===== config.mk =====
export PLATFORM = sky130hd
export DESIGN_NAME = pc_sequencer
export DESIGN_NICKNAME = d
export VERILOG_FILES = /design/src/rtl/pcseq_pkg.sv /design/src/rtl/pcseq_arbiter.sv /design/src/rtl/pcseq_target.sv /design/src/rtl/pcseq_pcreg.sv /design/src/rtl/pc_sequencer.sv
export SDC_FILE = /design/constraint.sdc
export NUM_CORES = 1
export LEC_CHECK = 0
export ABC_CLOCK_PERIOD_IN_PS = 1800
export BUFFER_PORTS_ARGS = -buffer_cell sky130_fd_sc_hd__buf_2
export CORE_UTILIZATION = 34
export DETAILED_ROUTE_END_ITERATION = 10
export PLACE_DENSITY_LB_ADDON = 0.12
export SYNTH_ARGS = -nofsm -noshare
export SYNTH_HDL_FRONTEND = slang
export SYNTH_HIERARCHICAL = 1
export SYNTH_SLANG_ARGS = --single-unit

===== constraint.sdc =====
create_clock -name clk -period 1.8 [get_ports clk]
set_input_delay 0.27 -clock clk [delete_from_list [all_inputs] [get_ports clk]]
set_output_delay 0.27 -clock clk [all_outputs]
set_load 0.03 [all_outputs]

===== src/rtl/pcseq_pkg.sv =====
package pcseq_pkg;

    localparam int unsigned PC_W_DEF  = 10;
    localparam int unsigned JMP_W_DEF = 9;
    localparam int unsigned LOW_W_DEF = 8;

    typedef enum logic [2:0] {
        SRC_INC  = 3'd0,
        SRC_LOW  = 3'd1,
        SRC_JUMP = 3'd2,
        SRC_CALL = 3'd3,
        SRC_RET  = 3'd4
    } pc_src_e;

    typedef struct packed {
        logic ret;
        logic call;
        logic jump;
        logic low_wr;
    } strobe_t;

    function automatic pc_src_e pick_source(input strobe_t s);
        pc_src_e r;
        if (s.ret)         r = SRC_RET;
        else if (s.call)   r = SRC_CALL;
        else if (s.jump)   r = SRC_JUMP;
        else if (s.low_wr) r = SRC_LOW;
        else               r = SRC_INC;
        return r;
    endfunction

endpackage


===== src/rtl/pcseq_arbiter.sv =====
module pcseq_arbiter
    import pcseq_pkg::*;
(
    input  strobe_t strobes,
    output pc_src_e src
);
    always_comb begin
        src = pick_source(strobes);
    end
endmodule


===== src/rtl/pcseq_target.sv =====
module pcseq_target #(
    parameter int unsigned PC_W  = pcseq_pkg::PC_W_DEF,
    parameter int unsigned JMP_W = pcseq_pkg::JMP_W_DEF,
    parameter int unsigned LOW_W = pcseq_pkg::LOW_W_DEF
) (
    input  logic [JMP_W-1:0]      addr_field,
    input  logic [LOW_W-1:0]      low_data,
    input  logic [PC_W-JMP_W-1:0] page_sel,
    output logic [PC_W-1:0]       jump_addr,
    output logic [PC_W-1:0]       call_addr,
    output logic [PC_W-1:0]       low_addr
);
    localparam int unsigned PAGE_W = PC_W - JMP_W;
    localparam int unsigned GAP_W  = JMP_W - LOW_W;

    logic [GAP_W-1:0] gap_zero;
    assign gap_zero = '0;

    always_comb begin
        jump_addr = {page_sel, addr_field};
        call_addr = {page_sel, gap_zero, addr_field[LOW_W-1:0]};
        low_addr  = {page_sel, gap_zero, low_data};
    end

    if (PAGE_W < 1 || GAP_W < 1) begin : g_bad_cfg
        initial $display("pcseq_target: widths need PC_W > JMP_W > LOW_W");
    end
endmodule


===== src/rtl/pcseq_pcreg.sv =====
module pcseq_pcreg
    import pcseq_pkg::*;
#(
    parameter int unsigned PC_W = pcseq_pkg::PC_W_DEF
) (
    input  logic            clk,
    input  logic            rst,
    input  pc_src_e         src,
    input  logic [PC_W-1:0] ret_addr,
    input  logic [PC_W-1:0] call_addr,
    input  logic [PC_W-1:0] jump_addr,
    input  logic [PC_W-1:0] low_addr,
    output logic [PC_W-1:0] pc,
    output logic [PC_W-1:0] pc_inc
);
    logic [PC_W-1:0] pc_q;
    logic [PC_W-1:0] pc_d;

    always_comb begin
        pc_inc = pc_q + PC_W'(1);
    end

    always_comb begin
        unique case (src)
            SRC_RET:  pc_d = ret_addr;
            SRC_CALL: pc_d = call_addr;
            SRC_JUMP: pc_d = jump_addr;
            SRC_LOW:  pc_d = low_addr;
            default:  pc_d = pc_inc;
        endcase
    end

    always_ff @(posedge clk) begin
        if (rst) pc_q <= '1;
        else     pc_q <= pc_d;
    end

    assign pc = pc_q;
endmodule


===== src/rtl/pc_sequencer.sv =====
module pc_sequencer
    import pcseq_pkg::*;
#(
    parameter int unsigned PC_W  = pcseq_pkg::PC_W_DEF,
    parameter int unsigned JMP_W = pcseq_pkg::JMP_W_DEF,
    parameter int unsigned LOW_W = pcseq_pkg::LOW_W_DEF
) (
    input  logic                  clk,
    input  logic                  rst,
    input  logic                  ret_en,
    input  logic [PC_W-1:0]       ret_addr,
    input  logic                  call_en,
    input  logic                  jump_en,
    input  logic                  low_wr_en,
    input  logic [JMP_W-1:0]      addr_field,
    input  logic [LOW_W-1:0]      low_data,
    input  logic [PC_W-JMP_W-1:0] page_sel,
    output logic [PC_W-1:0]       pc,
    output logic [PC_W-1:0]       pc_next_seq
);
    strobe_t         strobes;
    pc_src_e         src;
    logic [PC_W-1:0] jump_addr;
    logic [PC_W-1:0] call_addr;
    logic [PC_W-1:0] low_addr;

    assign strobes = '{ret: ret_en, call: call_en, jump: jump_en, low_wr: low_wr_en};

    pcseq_arbiter u_arb (
        .strobes (strobes),
        .src     (src)
    );

    pcseq_target #(.PC_W(PC_W), .JMP_W(JMP_W), .LOW_W(LOW_W)) u_tgt (
        .addr_field (addr_field),
        .low_data   (low_data),
        .page_sel   (page_sel),
        .jump_addr  (jump_addr),
        .call_addr  (call_addr),
        .low_addr   (low_addr)
    );

    pcseq_pcreg #(.PC_W(PC_W)) u_reg (
        .clk       (clk),
        .rst       (rst),
        .src       (src),
        .ret_addr  (ret_addr),
        .call_addr (call_addr),
        .jump_addr (jump_addr),
        .low_addr  (low_addr),
        .pc        (pc),
        .pc_inc    (pc_next_seq)
    );
endmodule


==> results.sh <==
export IMPL_gp_congestion=0.714
export IMPL_p_seq_share_pct=25.7
export IMPL_vdd_drop_max_mv=0.219
export IMPL_ys_seq_elements=10
export IMPL_final_layout_size_suffix_gt1_share_pct=56.7
export IMPL_routed_wl_um=2350
export IMPL_cp_end_kind="output port"
export IMPL_io_buffers=53
export IMPL_yosysWarningCount=6
export IMPL_diodes=0
export IMPL_synth_compound_area_share_pct=20.6
export IMPL_holdCritPathClass="primary input to register"
export IMPL_clock_sinks=10
export IMPL_holdPathStages=3
export IMPL_die_height_um=58.5
export IMPL_clockPowerShare_pct=16.4
export IMPL_slew_viol_final=0
export IMPL_cp_slowest_stage_delay_ns=0.39
export IMPL_finalInstanceArea_sq_um=1340
export IMPL_wl_met3_um=101
export IMPL_hold_viol_final=0
export IMPL_p_int_w=0.000666
export IMPL_drc=0
export IMPL_p_switching_w=0.000508
export IMPL_die_area_sq_um=3420
export IMPL_whs_ns=0.258
export IMPL_switching_share_pct=43.3
export IMPL_finish_utilization_pct=43.9
export IMPL_critical_path_top_delay_family="simple AND/OR/NAND/NOR gates"
export IMPL_wl_per_cell_um=11.7
export IMPL_syn_inst=128
export IMPL_ant_nets=0
export IMPL_largest_reg_flops=10
export IMPL_slowest_stage="dfxtp_1"
export IMPL_synthArstFlopShare_pct=0
export IMPL_start_util_pct=35.6
export IMPL_muxShareOfSynthArea_pct=10.5
export IMPL_power_density_nw_per_um2=876
export IMPL_met2_length_um=1150
export IMPL_hp_start="ret_addr[4]"
export IMPL_ios=54
export IMPL_synth_ff_type="dfxtp_1"
export IMPL_clk_path_buf_depth=2
export IMPL_setup_viol=0
export IMPL_outcome="finished clean"
export IMPL_grt_ovfl_total=0
export IMPL_timing_final_crit_period_ns=1.76
export IMPL_yosysUniqueCellTypes=37
export IMPL_die_w_um=58.5
export IMPL_cts_tree="yes"
export IMPL_synth_top_family_by_area="buffers and inverters"
export IMPL_area_growth_pct=23.3
export IMPL_clock_skew_ns=0.00232
export IMPL_netlist_area_sq_um=1090
export IMPL_r2r_start="u_reg/pc[3]"
export IMPL_power_frac_comb_pct=57.9
export IMPL_cts_max_level=1
export IMPL_cts_root_buf="clkbuf_4"
export IMPL_clock_latency_ns=0.25
export IMPL_synth_xor_area_share_pct=7.95
export IMPL_viasPerCell=4.57
export IMPL_top_layer_used="met4"
export IMPL_arrival_ns=1.49
export IMPL_synth_simple_area_share_pct=15.1
export IMPL_reg2reg_depth=4
export IMPL_numCtsBuffers=3
export IMPL_drt_pass1_iterations=4
export IMPL_reg2reg_slack_ns=0.40
export IMPL_placed_area_sq_um=1240
export IMPL_clk_pin_slew_worst_paths_ns=0.06
export IMPL_nets=193
export IMPL_grt_first_pass_wirelength_um=3920
export IMPL_grt_pass1_vias=875
export IMPL_grt_max_degree=18
export IMPL_fmax_mhz=569
export IMPL_cellLeakagePower_nw=0.613
export IMPL_met1_length_um=1080
export IMPL_worstPathCellList="and4_1 > nand4_1 > xnor2_2 > buf_4"
export IMPL_worstSetupPathType="register to output port"
export IMPL_synth_edff_count=0
export IMPL_worstHoldEndpoint="u_reg/pc[4]"
export IMPL_crit_path_start_kind="register"
export IMPL_crit_path_max_fanout=4
export IMPL_seq_area_frac_synth_pct=18.4
export IMPL_finalCritPeriodShare_pct=97.6
export IMPL_cp_num_buf_inv=1
export IMPL_core_area_sq_um=3050
export IMPL_syn_avg_cell_area_sq_um=8.48
export IMPL_r2r_end="u_reg/pc[5]"
export IMPL_post_dp_hpwl_um=1990
export IMPL_rsz0062_at_grt="yes"
export IMPL_drv_cap=0
export IMPL_crit_required_ns=1.53
export IMPL_vias=918
export IMPL_rows=20
export IMPL_drt_initial_drc_count=47
export IMPL_cts_hold_fix_buffers=0
export IMPL_synth_adder_area_share_pct=1.15
export IMPL_grt_total_usage_pct=14.9
export IMPL_antenna_found_initial=0
==> layout make-up <==
type	instances	area (sq um)
timing repair buffer	61	370
sequential	10	206
tap	44	55.1
clock buffer	4	36.3
inverter	2	7.51
fill	323	1710
multi-input combinational	80	663
==> cells in the mapped netlist (all sizes together), types with 2 or more instances <==
cell type	n	share of area [%]
dfxtp	10	18
nor3b	3	3.1
o21ai	5	2.3
a21o	5	3.5
mux2i	2	1.8
and4	2	1.6
nand3	3	1.4
xnor2	6	4.8
a22oi	8	6.0
o211ai	2	1.4
a21oi	8	4.0
a221oi	2	1.6
mux2	8	8.6
nand2	4	1.4
xor2	3	3.1
nand3b	4	2.8
inv	2	0.69
buf	36	25
nand2b	2	1.2
nor2	5	2.0
==> worst min-delay path, cell delays in order <==
cell and delay, ns:
buf_2 0.08, a21oi_1 0.05, o211ai_1 0.08
==> layer usage <==
layer  track usage (%)  vias to the layer above
met5                 0                        -
met4              6.12                        0
met3              1.32                        2
met2              24.3                       29
met1              20.2                      408
li1                  -                      479
==> power by group through the flow <==
stage               combinational, W  clock (W)  sequential (W)
floorplan                   0.000411          0        0.000362
global placement            0.000614          0        0.000299
detailed placement          0.000619          0        0.000300
CTS                         0.000644   0.000200        0.000296
global route                0.000729   0.000213        0.000307
finish                      0.000679   0.000192        0.000302
==> how the worst max path moves through the flow <==
stage / slack [ns] / from / endpoint / depth (start not counted)
2_1_floorplan: 0.02 / u_reg/pc[2] / pc_next_seq[9] / 3
3_3_place_gp: 0.05 / jump_en / u_reg/pc[9] / 8
3_5_place_dp: 0.03 / jump_en / u_reg/pc[9] / 8
4_1_cts: 0.005 / u_reg/pc[4] / pc_next_seq[9] / 4
5_1_grt: -0.03 / u_reg/pc[3] / pc_next_seq[7] / 4
6_report: 0.04 / u_reg/pc[3] / pc_next_seq[7] / 4
==> placed cells by master (no fill, tap or decap), types with 2 or more instances in the layout <==
| cell type | Yosys | routed |
|---|---|---|
| clkbuf_4 | 0 | 4 |
| xor2_2 | 1 | 2 |
| conb_1 | 1 | 2 |
| mux2_2 | 4 | 4 |
| xnor2_2 | 0 | 3 |
| buf_4 | 31 | 8 |
| mux2_1 | 3 | 3 |
| buf_12 | 0 | 2 |
| dfxtp_2 | 0 | 5 |
| nor3b_1 | 2 | 2 |
| nor2_1 | 4 | 3 |
| nand2_1 | 4 | 4 |
| inv_1 | 2 | 2 |
| a221oi_1 | 2 | 2 |
| a21o_1 | 5 | 5 |
| buf_6 | 2 | 2 |
| a22oi_1 | 7 | 7 |
| xnor2_1 | 6 | 3 |
| nand3_1 | 3 | 2 |
| nand3b_1 | 4 | 4 |
| mux2i_1 | 2 | 2 |
| dfxtp_1 | 10 | 5 |
| o211ai_1 | 2 | 2 |
| buf_2 | 3 | 48 |
| a21oi_1 | 7 | 7 |
| o21ai_1 | 5 | 5 |
==> kinds of logic (layout without fill, tap and decap cells) <==
| family | Yosys count | count (layout) |
|---|---|---|
| fa+ha+maj | 1 | 1 |
| other cells | 1 | 2 |
| mux | 10 | 10 |
| flops | 10 | 10 |
| compound gates | 32 | 32 |
| buf+inv | 39 | 67 |
| xor+xnor | 9 | 9 |
| simple gates | 26 | 26 |
==> what timing repair did <==
item / 4_1_cts / 5_1_grt
setup buffers: 0 / 1
gates resized for setup: 7 / 12
endpoints found under the setup margin: 2 / 6
pin swaps: 1 / 0
==> stage by stage <==
stage	power, W	setup slack (ns)	setup TNS (ns)	std cells
after floorplan	0.000773	0.0189	0	129
after global placement	0.000913	0.0493	0	196
after detailed placement	0.000918	0.0346	0	196
after CTS	0.00114	0.00521	0	200
after global routing	0.00125	-0.0296	-0.0860	201
final	0.00117	0.0429	0	201
Power figures use the tool's default switching activity.
